[config.mk]
export PLATFORM = sky130hd
export DESIGN_NAME = cpu_pwr_seq
export DESIGN_NICKNAME = d
export VERILOG_FILES = /design/src/rtl/cpu_pwr_pkg.sv /design/src/rtl/cpu_pwr_ctrl.sv /design/src/rtl/cpu_pwr_dp.sv /design/src/rtl/cpu_pwr_seq.sv
export SDC_FILE = /design/constraint.sdc
export NUM_CORES = 1
export LEC_CHECK = 0
export BUFFER_PORTS_ARGS = -buffer_cell sky130_fd_sc_hd__buf_2
export CAP_MARGIN = 30
export CORE_MARGIN = 5
export CORE_UTILIZATION = 45
export DETAILED_ROUTE_END_ITERATION = 7
export PLACE_DENSITY = 0.69
export REMOVE_ABC_BUFFERS = 1
export SLEW_MARGIN = 20
export SYNTH_ARGS = -nofsm -noshare
export SYNTH_HDL_FRONTEND = slang
export SYNTH_HIERARCHICAL = 1
export SYNTH_SLANG_ARGS = --single-unit
[constraint.sdc]
create_clock -name clk -period 3.32 [get_ports clk]
set_input_delay 0.664 -clock clk [delete_from_list [all_inputs] [get_ports clk]]
set_output_delay 0.664 -clock clk [all_outputs]
set_load 0.1 [all_outputs]
[src/rtl/cpu_pwr_pkg.sv]
package cpu_pwr_pkg;

  typedef enum logic [2:0] {
    PS_C0 = 3'd0,
    PS_C1 = 3'd1,
    PS_C2 = 3'd2,
    PS_S1 = 3'd3,
    PS_S3 = 3'd4,
    PS_S4 = 3'd5,
    PS_S5 = 3'd6
  } pwr_state_e;

  typedef enum logic [1:0] {
    SEQ_IDLE  = 2'd0,
    SEQ_ENTER = 2'd1,
    SEQ_LEAVE = 2'd2
  } seq_mode_e;

  typedef struct packed {
    logic setStop;
    logic clrStop;
    logic setSleep;
    logic clrSleep;
    logic gateClk;
    logic ungateClk;
    logic keepMem;
    logic restart;
    logic thrAllow;
  } pwr_strobe_t;

endpackage

[src/rtl/cpu_pwr_ctrl.sv]
module cpu_pwr_ctrl
  import cpu_pwr_pkg::*;
#(
  parameter int DLY_W = 4
) (
  input  logic             clk,
  input  logic             rstN,
  input  logic             tgtWrEn,
  input  logic [2:0]       tgtState,
  input  logic             haltInd,
  input  logic             wakeEvt,
  input  logic             sleepCpuEn,
  input  logic [DLY_W-1:0] stepDelay,
  output pwr_strobe_t      stb,
  output pwr_state_e       curState,
  output logic             busy
);

  localparam logic [DLY_W-1:0] MIN_DLY = DLY_W'(2);

  pwr_state_e stateQ, stateD;
  seq_mode_e  modeQ, modeD;
  logic       stepQ, stepD;
  logic [DLY_W-1:0] dlyQ, dlyD;
  logic [DLY_W-1:0] effDly, dlyLoad;
  logic sleepTgt, awake;

  assign effDly   = (stepDelay < MIN_DLY) ? MIN_DLY : stepDelay;
  assign dlyLoad  = effDly - DLY_W'(1);
  assign sleepTgt = (tgtState >= 3'd3) && (tgtState <= 3'd6);
  assign awake    = (stateQ == PS_C0) || (stateQ == PS_C1) || (stateQ == PS_C2);

  always_comb begin
    stateD = stateQ;
    modeD  = modeQ;
    stepD  = stepQ;
    dlyD   = dlyQ;
    stb    = '0;
    stb.thrAllow = (stateQ == PS_C0);
    case (modeQ)
      SEQ_IDLE: begin
        if (awake) begin
          if (tgtWrEn && sleepTgt) begin
            stateD = pwr_state_e'(tgtState);
            modeD  = SEQ_ENTER;
            stepD  = 1'b0;
            dlyD   = dlyLoad;
            stb.setStop = 1'b1;
          end else if (tgtWrEn && (tgtState == 3'd2)) begin
            stateD = PS_C2;
            stb.setStop = 1'b1;
          end else if (tgtWrEn && (tgtState == 3'd0)) begin
            stateD = PS_C0;
            stb.clrStop = 1'b1;
          end else if ((stateQ == PS_C0) && haltInd) begin
            stateD = PS_C1;
          end else if ((stateQ == PS_C1) && !haltInd) begin
            stateD = PS_C0;
          end
        end else if (wakeEvt) begin
          if ((stateQ == PS_S1) || (stateQ == PS_S3)) begin
            modeD = SEQ_LEAVE;
            stepD = 1'b0;
            dlyD  = dlyLoad;
            stb.ungateClk = 1'b1;
          end else begin
            stateD = PS_C0;
            stb.restart = 1'b1;
          end
        end
      end
      SEQ_ENTER: begin
        if (dlyQ != '0) begin
          dlyD = dlyQ - DLY_W'(1);
        end else if (!stepQ) begin
          stb.setSleep = (stateQ == PS_S1) && sleepCpuEn;
          stepD = 1'b1;
          dlyD  = dlyLoad;
        end else begin
          stb.gateClk = (stateQ == PS_S3) || (stateQ == PS_S4) || (stateQ == PS_S5);
          stb.keepMem = (stateQ == PS_S3);
          modeD = SEQ_IDLE;
        end
      end
      SEQ_LEAVE: begin
        if (dlyQ != '0) begin
          dlyD = dlyQ - DLY_W'(1);
        end else if (!stepQ) begin
          stb.clrSleep = 1'b1;
          stepD = 1'b1;
          dlyD  = dlyLoad;
        end else begin
          stb.clrStop = 1'b1;
          stateD = PS_C0;
          modeD  = SEQ_IDLE;
        end
      end
      default: modeD = SEQ_IDLE;
    endcase
  end

  always_ff @(posedge clk or negedge rstN) begin
    if (!rstN) begin
      stateQ <= PS_C0;
      modeQ  <= SEQ_IDLE;
      stepQ  <= 1'b0;
      dlyQ   <= '0;
    end else begin
      stateQ <= stateD;
      modeQ  <= modeD;
      stepQ  <= stepD;
      dlyQ   <= dlyD;
    end
  end

  assign curState = stateQ;
  assign busy     = (modeQ != SEQ_IDLE);

endmodule

[src/rtl/cpu_pwr_dp.sv]
module cpu_pwr_dp
  import cpu_pwr_pkg::*;
#(
  parameter int NUM_CLK = 4,
  parameter int DUTY_W  = 3,
  parameter int PHASE_W = 4
) (
  input  logic               clk,
  input  logic               rstN,
  input  pwr_strobe_t        stb,
  input  logic               swThrEn,
  input  logic [DUTY_W-1:0]  swDuty,
  input  logic               thermAlarm,
  input  logic [DUTY_W-1:0]  thermDuty,
  output logic               stopClkReq,
  output logic               cpuSleepReq,
  output logic [NUM_CLK-1:0] clkEn,
  output logic               rtcClkEn,
  output logic               memRetained
);

  localparam int DUTY_STEPS = 2 ** DUTY_W;
  localparam int SCALE      = (2 ** PHASE_W) / DUTY_STEPS;
  localparam logic [PHASE_W:0] SCALE_V = (PHASE_W+1)'(SCALE);

  logic [PHASE_W-1:0] phaseQ;
  logic [DUTY_W-1:0]  swEff, thEff, duty;
  logic [PHASE_W:0]   thrLimit;
  logic thrPulse;
  logic holdQ, sleepQ, gatedQ, memQ;

  assign swEff    = swThrEn ? swDuty : '0;
  assign thEff    = thermAlarm ? thermDuty : '0;
  assign duty     = (thEff > swEff) ? thEff : swEff;
  assign thrLimit = (PHASE_W+1)'(duty) * SCALE_V;
  assign thrPulse = ({1'b0, phaseQ} < thrLimit);

  always_ff @(posedge clk or negedge rstN) begin
    if (!rstN) phaseQ <= '0;
    else       phaseQ <= phaseQ + PHASE_W'(1);
  end

  always_ff @(posedge clk or negedge rstN) begin
    if (!rstN) begin
      holdQ  <= 1'b0;
      sleepQ <= 1'b0;
      gatedQ <= 1'b0;
      memQ   <= 1'b0;
    end else if (stb.restart) begin
      holdQ  <= 1'b0;
      sleepQ <= 1'b0;
      gatedQ <= 1'b0;
      memQ   <= 1'b0;
    end else begin
      if (stb.setStop)        holdQ <= 1'b1;
      else if (stb.clrStop)   holdQ <= 1'b0;
      if (stb.setSleep)       sleepQ <= 1'b1;
      else if (stb.clrSleep)  sleepQ <= 1'b0;
      if (stb.gateClk) begin
        gatedQ <= 1'b1;
        memQ   <= stb.keepMem;
      end else if (stb.ungateClk) begin
        gatedQ <= 1'b0;
        memQ   <= 1'b0;
      end
    end
  end

  for (genvar g = 0; g < NUM_CLK; g++) begin : g_clk
    assign clkEn[g] = ~gatedQ;
  end

  assign stopClkReq  = holdQ | (stb.thrAllow & thrPulse);
  assign cpuSleepReq = sleepQ;
  assign rtcClkEn    = 1'b1;
  assign memRetained = memQ;

endmodule

[src/rtl/cpu_pwr_seq.sv]
module cpu_pwr_seq
  import cpu_pwr_pkg::*;
#(
  parameter int NUM_CLK = 4,
  parameter int DLY_W   = 4,
  parameter int DUTY_W  = 3,
  parameter int PHASE_W = 4
) (
  input  logic               clk,
  input  logic               rstN,
  input  logic               tgtWrEn,
  input  logic [2:0]         tgtState,
  input  logic               haltInd,
  input  logic               wakeEvt,
  input  logic               sleepCpuEn,
  input  logic [DLY_W-1:0]   stepDelay,
  input  logic               swThrEn,
  input  logic [DUTY_W-1:0]  swDuty,
  input  logic               thermAlarm,
  input  logic [DUTY_W-1:0]  thermDuty,
  output logic               stopClkReq,
  output logic               cpuSleepReq,
  output logic [NUM_CLK-1:0] clkEn,
  output logic               rtcClkEn,
  output logic               memRetained,
  output logic               busy,
  output logic [2:0]         curState
);

  pwr_strobe_t stb;
  pwr_state_e  stateE;

  cpu_pwr_ctrl #(.DLY_W(DLY_W)) ctrl_i (
    .clk(clk), .rstN(rstN), .tgtWrEn(tgtWrEn), .tgtState(tgtState),
    .haltInd(haltInd), .wakeEvt(wakeEvt), .sleepCpuEn(sleepCpuEn),
    .stepDelay(stepDelay), .stb(stb), .curState(stateE), .busy(busy)
  );

  cpu_pwr_dp #(.NUM_CLK(NUM_CLK), .DUTY_W(DUTY_W), .PHASE_W(PHASE_W)) dp_i (
    .clk(clk), .rstN(rstN), .stb(stb), .swThrEn(swThrEn), .swDuty(swDuty),
    .thermAlarm(thermAlarm), .thermDuty(thermDuty), .stopClkReq(stopClkReq),
    .cpuSleepReq(cpuSleepReq), .clkEn(clkEn), .rtcClkEn(rtcClkEn),
    .memRetained(memRetained)
  );

  assign curState = stateE;

endmodule

==> reports/metrics.csv, run 1 <==
stage,metric,value,unit
pwr,leakage,0.852,nW
layout,syn_to_final_growth,15.8,%
yosys,yosysTopAreaCellShare,0.294,
drt,via_per_inst,5.30,
drt,drt_pass1_iterations,4,
layout,fill_cells,347,
sta,min_period_over_period,0.959,
worst_setup_path,critPathTopFamily,compound AO/OA/AOI/OAI gates,
placed_design,pre_cts_ws,0.0449,ns
clocking,cts_root_buf,clkbuf_4,
worst_setup_path,cp_cell_sequence,buf_2 -> and2_1 -> ha_4 -> a21oi_2 -> buf_4 -> a21oi_4 -> nor2_1 -> a21oi_1 -> ha_1 -> o21ai_2 -> a21oi_2 -> o31ai_4 -> buf_12,
die,rows,21,
worst_setup_path,endpoint_kind,primary output,
yosys,async_flop_share,1.00,
clocking,cts_buffers,3,
sta,fin_ws,0.137,ns
sta,slew_violations,0,
yosys,synth_edf_count,0,
yosys,ys_ff_latch,18,
grt,antenna_found_initial,0,
grt,grt_pass1_wl,5490,microns
yosys,syn_area_per_cell,8.51,sq um
grt,gr-total-overflow,0,
worst_setup_path,crit_buf_inv,3,
layout,fin_cells,254,
yosys,synth-main-ff-cell,dfrtp_1,
worst_setup_path,cp-start-kind,input port,
worst_setup_path,worstSetupPathType,in2out,
flow_run,drv_cap,0,
placed_design,dp_cells,250,
yosys,synth_top_area_cell,dfrtp_1,
yosys,netlist_instances,180,
worst_setup_path,cp_max_fo,3,
drt,post_drt_wl_per_cell,13.0,microns
placed_design,place_hpwl,2540,microns
drt,route.detailed.drc,0,
die,die_w,68.3,microns
clocking,clock_sinks,18,
clocking,cts_tree,built,
clocking,htree_levels,1,
sta,skew,0.000697,ns
grt,grt_max_degree,19,
sta,timing.fmax,314,MHz
die,core-area,0.00331,sq mm
clocking,clkTransAtPathRegs,0.10,ns
placed_design,placed_cell_area,0.00171,sq mm
sta,finalCriticalPeriod,3.18,ns
sta,setup_viol,0,
pwr,worst_ir_drop_vdd,0.365,mV
layout,nNetsFinal,243,
layout,antenna_cells,0,
die,ios,33,
yosys,ys_types,50,
placed_design,gp_congestion,0.853,
worst_setup_path,cp_common_cell,a21oi_2,
clocking,clk_path_buf_depth,2,
status,status,"complete, no violations",
clocking,holdBufCountCts,0,
die,initial_core_util,0.463,
drt,postRouteWirelength,3300,microns
layout,stdcell_area,0.00177,sq mm
worst_setup_path,cp_slowest_cell,ha_4,
grt,grtUsageTotal,0.155,
yosys,synth_seq_area_share,0.294,
clocking,clk_latency,0.29,ns
yosys,yosysWarnings,6,
pwr,power,0.00143,W
drt,vias,1347,
die,die_y,68.3,microns
worst_hold_path,hold_class,in2async,
drt,postRouteAntennaNets,0,
yosys,netlist_top_cells_area,"dfrtp_1, ha_1, a21oi_1",
sta,final_hold_viol_count,0,
worst_setup_path,arrival,2.52,ns
yosys,syn_area,0.00153,sq mm
layout,drive_gt1_frac,0.269,
worst_setup_path,slowest_delay,0.28,ns
grt,grt_pass1_vias,1271,
worst_setup_path,critPathRequiredTime,2.66,ns
placed_design,io_buffer_count,31,
drt,drtIter0Drc,37,
die,die-area,0.00467,sq mm
pwr,p_per_area,806,mW/mm^2
## timing repair
item,CTS,global route
resized for setup,0,6
setup buffers,0,1
setup endpoints to repair,0,1
## registers in the layout, summed over array words and instances (netlist names)
signal,count
dp_i/gatedQ,1
dp_i/memRetained,1
ctrl_i/curState,3
dp_i/holdQ,1
ctrl_i/dlyQ,4
ctrl_i/stepQ,1
ctrl_i/modeQ,2
dp_i/cpuSleepReq,1
dp_i/phaseQ,4
## kinds of logic (layout without fill, tap and decap cells)
family                     after synthesis  count (layout)  synth area share
xor gates and xnor gates                 5               5            0.0286
AOI/OAI and AO/OA                       49              49             0.228
adders and majority gates               12              12            0.0980
buffers and inverters                   23              51            0.0686
muxes                                    9               9            0.0703
and+or+nand+nor                         63              63             0.210
DFF                                     18              18             0.294
other                                    1               1           0.00245
## power breakdown
| part | internal [W] | total [W] | switching, W |
|---|---|---|---|
| logic | 0.000360 | 0.000956 | 0.000596 |
| clock network | 0.0000423 | 0.000111 | 0.0000689 |
| registers | 0.000282 | 0.000363 | 0.0000801 |
## Yosys cell counts, types with 4 or more instances
master	n
nand2_1	16
nor2_1	17
dfrtp_1	18
inv_1	16
nor3_1	5
buf_4	4
a21oi_1	15
ha_1	12
and2_1	4
nand2b_1	5
o21ai_0	7
mux2_2	6
## placed cells by master (no fill, tap or decap), drive strengths merged, types with 2 or more instances in the layout
cell type / synthesis / final
buf: 7 / 32
dfrtp: 18 / 18
nor2: 18 / 18
a21oi: 18 / 18
nand2: 17 / 17
inv: 16 / 16
ha: 12 / 12
mux2: 8 / 8
o21ai: 7 / 7
nor3: 5 / 5
nand2b: 5 / 5
and2: 4 / 4
o31ai: 4 / 4
clkbuf: 0 / 3
nand3: 3 / 3
xnor2: 3 / 3
nor3b: 2 / 2
and3: 2 / 2
a21boi: 2 / 2
xor2: 2 / 2
a211oi: 2 / 2
a31oi: 2 / 2
o31a: 2 / 2
## area by class of cell
type                            instances  area, sq um  share of cell area
Multi-Input combinational cell        139         1010               0.567
Sequential cell                        18          450               0.254
Timing Repair Buffer                   32          178               0.100
Inverter                               16         60.1              0.0339
Tap cell                               46         57.6              0.0324
Clock buffer                            3         22.5              0.0127
## final timing paths
kind	depth (start not counted)	to	slack (ns)	start
hold reg to reg	1	dp_i/phaseQ[0]$_DFF_PN0_	0.46	dp_i/phaseQ[0]$_DFF_PN0_
hold / removal	1	ctrl_i/modeQ[0]$_DFFE_PN0P_	0.29	rstN
setup / recovery	13	stopClkReq	0.14	thermAlarm
max in group asynchronous	1	ctrl_i/dlyQ[0]$_DFFE_PN0P_	2.73	rstN
min in group clk	1	dp_i/phaseQ[0]$_DFF_PN0_	0.46	dp_i/phaseQ[0]$_DFF_PN0_
setup reg to reg	7	ctrl_i/modeQ[1]$_DFFE_PN0P_	1.13	ctrl_i/dlyQ[0]$_DFFE_PN0P_
## layer usage
metal	up-vias	routed length, microns	global-route usage
met3	4	186	0.0427
met5	-	0	0
met4	0	46	0.0447
li1	690	-	-
met1	622	1570	0.195
met2	31	1500	0.259
## per-stage QoR
step | setup TNS [ns] | hold WS (ns) | utilization
detailed placement | 0 | 0.450 | 0.518
finish | 0 | 0.290 | 0.536
CTS | 0 | 0.294 | 0.525
global route | -0.0258 | 0.314 | 0.536
global placement | 0 | 0.448 | 0.518
floorplan | -0.125 | 0.368 | -
Power figures use the tool's default switching activity.
==> run 2: changes to the inputs <==
--- a/config.mk
+++ b/config.mk
@@ -8,9 +8,9 @@
 export BUFFER_PORTS_ARGS = -buffer_cell sky130_fd_sc_hd__buf_2
 export CAP_MARGIN = 30
 export CORE_MARGIN = 5
-export CORE_UTILIZATION = 45
+export CORE_UTILIZATION = 40
 export DETAILED_ROUTE_END_ITERATION = 7
-export PLACE_DENSITY = 0.69
+export PLACE_DENSITY = 0.63
 export REMOVE_ABC_BUFFERS = 1
 export SLEW_MARGIN = 20
 export SYNTH_ARGS = -nofsm -noshare
==> reports/metrics.csv, run 2 (same netlist as run 1, synthesis figures left out) <==
stage,metric,value,unit,change
layout,mostFrequentLayoutCell,buf_2,,
worst_setup_path,cp_common_cell,a21oi_2,,
placed_design,placed_cell_area,0.00172,sq mm,+0.15%
worst_setup_path,cp_slowest_cell,ha_4,,
drt,postRouteAntennaNets,0,,unchanged
worst_setup_path,r2r-start,ctrl_i/dlyQ[0]$_DFFE_PN0P_,,
pwr,p_int,0.000753,W,+9.9%
clocking,cts_buffers,3,,unchanged
drt,via_per_inst,5.16,,-2.6%
worst_setup_path,cp.depth,12,,-1
drt,vias,1327,,-1.5%
worst_setup_path,cp_max_fo,3,,unchanged
layout,fin_util,0.496,,-0.0403
pwr,p_seq_frac,0.241,,-0.012
die,die_y,71.9,microns,+5.2%
drt,drt_pass1_iterations,4,,unchanged
sta,timing.fmax,314,MHz,about the same
layout,stdcell_area,0.00183,sq mm,+3.0%
worst_setup_path,startpoint,thermAlarm,,
worst_setup_path,worstSetupPathType,in2out,,
clocking,cts_root_buf,clkbuf_8,,
worst_setup_path,r2r-end,ctrl_i/curState[2]$_DFFE_PN0P_,,
layout,multiInputGateArea,0.00102,sq mm,+1.9%
worst_setup_path,slowest_delay,0.28,ns,about the same
sta,finalCriticalPeriod,3.18,ns,-0.00185 ns
grt,grt_pass1_vias,1272,,+0.079%
layout,register_area,450,sq um,unchanged
layout,fill_cells,369,,+6.3%
die,ios,33,,unchanged
sta,skew,0.00806,ns,+0.00736 ns
pwr,power,0.00150,W,+5.1%
clocking,htree_levels,1,,unchanged
pwr,leakage,0.872,nW,+2.3%
worst_setup_path,r2r_setup_slack,1.17,ns,+0.04 ns
drt,drtIter0Drc,36,,-2.7%
sta,rsz0062_at_grt,false,,
worst_setup_path,rr_worst_depth,7,,unchanged
worst_setup_path,cp-start-kind,input port,,
clocking,holdBufCountCts,0,,unchanged
grt,gr-total-overflow,0,,unchanged
status,status,"complete, no violations",,
layout,final_cell_mix,"buf_2, dfrtp_1, inv_1, nor2_1, nand2_1",,
worst_setup_path,critPathRequiredTime,2.66,ns,about the same
pwr,power.clock.fraction,0.124,,+0.046
layout,nNetsFinal,243,,unchanged
placed_design,gp_congestion,0.751,,-12%
clocking,clock_sinks,18,,unchanged
drt,post_drt_wl_per_cell,12.5,microns,-3.6%
pwr,netSwitchingFraction,0.499,,-0.0221
pwr,p_per_area,822,mW/mm^2,+2.0%
sta,min_period_over_period,0.958,,about the same
clocking,clkTransAtPathRegs,0.08,ns,-0.02 ns
layout,syn_to_final_growth,19.4,%,
layout,antenna_cells,0,,unchanged
worst_hold_path,hold_class,in2async,,
pwr,worst_ir_drop_vdd,0.473,mV,+29%
die,rows,22,,+4.8%
clocking,clk_latency,0.26,ns,-0.03 ns
worst_setup_path,crit_buf_inv,2,,-1
drt,postRouteWirelength,3220,microns,-2.5%
drt,route.detailed.drc,0,,unchanged
die,initial_core_util,0.415,,-0.0474
placed_design,place_hpwl,2540,microns,-0.14%
worst_setup_path,arrival,2.52,ns,about the same
grt,grtUsageTotal,0.131,,-0.0239
die,die_w,71.9,microns,+5.2%
sta,slew_violations,0,,unchanged
die,core-area,0.00369,sq mm,+11%
worst_setup_path,endpoint_kind,primary output,,
sta,final_hold_viol_count,0,,unchanged
grt,grt_pass1_wl,5510,microns,+0.25%
clocking,cts_tree,built,,
sta,setup_viol,0,,unchanged
worst_setup_path,cp_cell_sequence,buf_2 -> and2_4 -> ha_4 -> nand3b_1 -> a21oi_2 -> nor2_1 -> a21oi_1 -> ha_1 -> o21ai_2 -> a21oi_2 -> o31ai_4 -> buf_12,,
layout,drive_gt1_frac,0.301,,+0.0322
pwr,switchingPower,0.000750,W,+0.62%
grt,antenna_found_initial,0,,unchanged
placed_design,io_buffer_count,31,,unchanged
worst_setup_path,critPathCapture,stopClkReq,,
worst_setup_path,critPathTopFamily,compound AO/OA/AOI/OAI gates,,
grt,grt_max_degree,19,,unchanged
die,die-area,0.00517,sq mm,+11%
flow_run,drv_cap,0,,unchanged
clocking,clk_path_buf_depth,2,,unchanged
pwr,p_comb_frac,0.636,,-0.033
==> run 2: cell count changes in the layout (fill, tap and decap cells not counted), sizes merged <==
cell | previous run | this run
clkbuf | 3 | 4
==> run 2: layout make-up <==
type                            count  area share
Multi-Input combinational cell    139       0.561
Sequential cell                    18       0.246
Timing Repair Buffer               32      0.0972
Inverter                           16      0.0329
Tap cell                           48      0.0329
Clock buffer                        4      0.0301
==> run 2: worst min path at each step <==
stage | endpoint | slack (ns) | cells after the start
global placement | dp_i/phaseQ[0]$_DFF_PN0_ | 0.44 | 1
global route | ctrl_i/modeQ[1]$_DFFE_PN0P_ | 0.36 | 1
CTS | ctrl_i/modeQ[1]$_DFFE_PN0P_ | 0.34 | 1
finish | ctrl_i/modeQ[0]$_DFFE_PN0P_ | 0.32 | 1
detailed placement | dp_i/phaseQ[0]$_DFF_PN0_ | 0.45 | 1
floorplan | ctrl_i/curState[0]$_DFFE_PN0P_ | 0.37 | 0
==> run 2: worst reg2reg max path, delay by kind of cell (launching register included) <==
family                   cells  cell delay (ns)
buffers and inverters        1             0.11
AND/OR/NAND/NOR              3             0.74
multiplexers                 1             0.28
adder cells (fa/ha/maj)      1             0.25
AO/OA/AOI/OAI                1             0.26
flip-flops                   1             0.41
==> run 2: stage by stage <==
| step | setup TNS (ns) | instances | hold slack [ns] | setup WS [ns] |
|---|---|---|---|---|
| floorplan | -0.125 | 173 | 0.368 | -0.125 |
| global placement | 0 | 252 | 0.440 | 0.0750 |
| detailed placement | 0 | 252 | 0.452 | 0.0120 |
| CTS | 0 | 256 | 0.341 | 0.00375 |
| global route | 0 | 257 | 0.355 | 0.00845 |
| finish | 0 | 257 | 0.323 | 0.139 |
==> run 2: power by group through the flow <==
stage          Combinational (W)  Clock, W  Sequential, W
2_1_floorplan           0.000663         0       0.000450
3_3_place_gp            0.000933         0       0.000364
5_1_grt                  0.00104  0.000203       0.000374
4_1_cts                 0.000941  0.000192       0.000360
6_report                0.000955  0.000186       0.000362
3_5_place_dp            0.000936         0       0.000364
==> run 2: what timing repair did <==
item	in CTS	in global routing
setup buffers	0	1
resized for setup	0	12
endpoints found under the setup margin	0	1
==> run 2: routing by layer <==
layer / vias to the layer above / track usage / part of all wire
met5: - / 0 / 0
met4: 0 / 0.0501 / 0.0090
met3: 2 / 0.0168 / 0.045
met2: 28 / 0.231 / 0.47
met1: 607 / 0.162 / 0.47
li1: 690 / - / -
==> run 3: changes to the inputs <==
--- a/config.mk
+++ b/config.mk
@@ -8,9 +8,9 @@
 export BUFFER_PORTS_ARGS = -buffer_cell sky130_fd_sc_hd__buf_2
 export CAP_MARGIN = 30
 export CORE_MARGIN = 5
-export CORE_UTILIZATION = 40
+export CORE_UTILIZATION = 54
 export DETAILED_ROUTE_END_ITERATION = 7
-export PLACE_DENSITY = 0.63
+export PLACE_DENSITY = 0.8
 export REMOVE_ABC_BUFFERS = 1
 export SLEW_MARGIN = 20
 export SYNTH_ARGS = -nofsm -noshare
==> reports/metrics.csv, run 3 (same netlist as run 1, synthesis figures left out) <==
stage,metric,value,unit,change
die,rows,19,,-14%
clocking,cts_root_buf,clkbuf_4,,
die,core-area,0.00273,sq mm,-26%
die,initial_core_util,0.560,,+0.145
clocking,holdBufCountCts,0,,unchanged
grt,antenna_found_initial,0,,unchanged
drt,vias,1399,,+5.4%
placed_design,gp_congestion,0.814,,+8.3%
layout,nNetsFinal,242,,-0.41%
drt,drtIter0Drc,48,,+33%
drt,maxUsedRoutingLayer,met4,,
layout,final_cell_mix,"buf_2, dfrtp_1, nor2_1, inv_1, nand2_1",,
die,ios,33,,unchanged
clocking,cts_setup_buffers,0,,unchanged
worst_setup_path,endpoint_kind,primary output,,
worst_setup_path,cp-start-kind,input port,,
drt,route.detailed.drc,0,,unchanged
sta,min_period_over_period,0.968,,+0.00984
clocking,clk_latency,0.29,ns,+0.03 ns
die,die-area,0.00400,sq mm,-23%
drt,drt_pass1_iterations,4,,unchanged
layout,drive_gt1_frac,0.288,,-0.0130
sta,fin_ws,0.107,ns,-0.0327 ns
placed_design,io_buffer_count,31,,unchanged
clocking,htree_levels,1,,unchanged
pwr,power,0.00147,W,-2.0%
worst_setup_path,r2r-start,ctrl_i/dlyQ[0]$_DFFE_PN0P_,,
placed_design,pre_cts_ws,-0.0720,ns,-0.0840 ns
grt,grtUsageTotal,0.181,,+0.0501
status,status,"complete, no violations",,
clocking,cts_buffers,3,,unchanged
grt,gr-total-overflow,0,,unchanged
placed_design,placed_cell_area,0.00170,sq mm,-1.2%
clocking,clk_path_buf_depth,2,,unchanged
layout,fin_util,0.652,,+0.156
pwr,p_per_area,827,mW/mm^2,+0.54%
worst_setup_path,critPathTopFamily,compound AO/OA/AOI/OAI gates,,
sta,timing.fmax,311,MHz,-1.0%
worst_setup_path,worstSetupPathType,in2out,,
drt,wl_met1,1370,microns,-10%
drt,postRouteAntennaNets,0,,unchanged
worst_setup_path,r2r_setup_slack,1.12,ns,-0.05 ns
layout,antenna_cells,0,,unchanged
grt,grt_pass1_vias,1417,,+11%
worst_setup_path,rr_worst_depth,7,,unchanged
worst_setup_path,r2r-end,ctrl_i/modeQ[1]$_DFFE_PN0P_,,
sta,setup_viol,0,,unchanged
grt,grt_max_degree,19,,unchanged
die,die_w,63.3,microns,-12%
layout,stdcell_area,0.00178,sq mm,-2.5%
clocking,cts_tree,built,,
worst_setup_path,slowest_delay,0.28,ns,about the same
grt,grt_pass1_wl,6050,microns,+9.9%
layout,fin_cells,239,,-7.0%
sta,final_hold_viol_count,0,,unchanged
placed_design,dp_cells,235,,-6.7%
sta,slew_violations,0,,unchanged
worst_setup_path,cp_cell_sequence,buf_2 -> and2_4 -> ha_4 -> nand3b_1 -> a21oi_2 -> nor2_1 -> a21oi_1 -> ha_1 -> o21ai_2 -> a21oi_2 -> o31ai_4 -> buf_12,,
worst_setup_path,cp_max_fo,3,,unchanged
die,die_y,63.3,microns,-12%
drt,route.met3.wl,205,microns,+40%
layout,syn_to_final_growth,16.3,%,
drt,via_per_inst,5.85,,+13%
placed_design,place_hpwl,2830,microns,+12%
worst_setup_path,cp_slowest_cell,ha_4,,
drt,postRouteWirelength,3540,microns,+9.9%
worst_setup_path,arrival,2.55,ns,+0.03 ns
flow_run,drv_cap,0,,unchanged
worst_setup_path,cp_common_cell,a21oi_2,,
clocking,clock_sinks,18,,unchanged
clocking,clkTransAtPathRegs,0.11,ns,+0.03 ns
worst_setup_path,crit_buf_inv,2,,unchanged
sta,skew,0.00966,ns,+0.00160 ns
pwr,worst_ir_drop_vdd,0.651,mV,+38%
sta,finalCriticalPeriod,3.21,ns,+0.0327 ns
pwr,leakage,0.860,nW,-1.3%
drt,post_drt_wl_per_cell,14.8,microns,+18%
drt,wl_met2,1870,microns,+24%
layout,mostFrequentLayoutCell,buf_2,,
worst_setup_path,critPathRequiredTime,2.66,ns,about the same
worst_hold_path,hold_class,in2async,,
## run 3: what timing repair did
action	4_1_cts	5_1_grt
gates resized for setup	1	9
hold endpoints to repair	0	0
setup endpoints to repair	1	1
pin swaps	1	14
## run 3: cell type report
cell class,instances,area [sq um]
Inverter,16,60.1
Multi-Input combinational cell,139,1030
Fill cell,235,952
Tap cell,31,38.8
Clock buffer,4,36.3
Timing Repair Buffer,31,170
Sequential cell,18,450
## run 3: routing by layer
| metal | vias up | GRT usage |
|---|---|---|
| met4 | 0 | 0.0935 |
| met1 | 654 | 0.195 |
| met3 | 12 | 0.0337 |
| li1 | 684 | - |
| met2 | 49 | 0.332 |
| met5 | - | 0 |
## run 3: worst max path at each step
stage,from,endpoint,slack [ns],cells after the start
2_1_floorplan,thermAlarm,stopClkReq,-0.13,10
3_3_place_gp,thermAlarm,stopClkReq,0.10,12
5_1_grt,thermAlarm,stopClkReq,-0.001,12
4_1_cts,thermAlarm,stopClkReq,0.007,12
3_5_place_dp,thermAlarm,stopClkReq,-0.07,12
6_report,thermAlarm,stopClkReq,0.11,12
## run 3: per-stage QoR
stage                TNS [ns]  hold slack [ns]
floorplan              -0.125            0.368
detailed placement    -0.0720            0.440
global placement            0            0.434
CTS                         0            0.289
finish                      0            0.279
global route        -0.000962            0.313
## run 3: report_power, final
part / leakage, nW / switching (W) / internal (W) / total (W)
clock network: 0.0210 / 0.0000691 / 0.0000668 / 0.000136
logic: 0.611 / 0.000614 / 0.000362 / 0.000976
registers: 0.229 / 0.0000789 / 0.000282 / 0.000361
## run 3: worst reg2reg max path, cell delays in order (launching register included)
cell	delay, ns
dfrtp_1	0.42
inv_1	0.11
ha_1	0.25
nor3b_1	0.42
nand2_1	0.10
a221oi_1	0.50
o21ai_0	0.15
a21boi_0	0.15
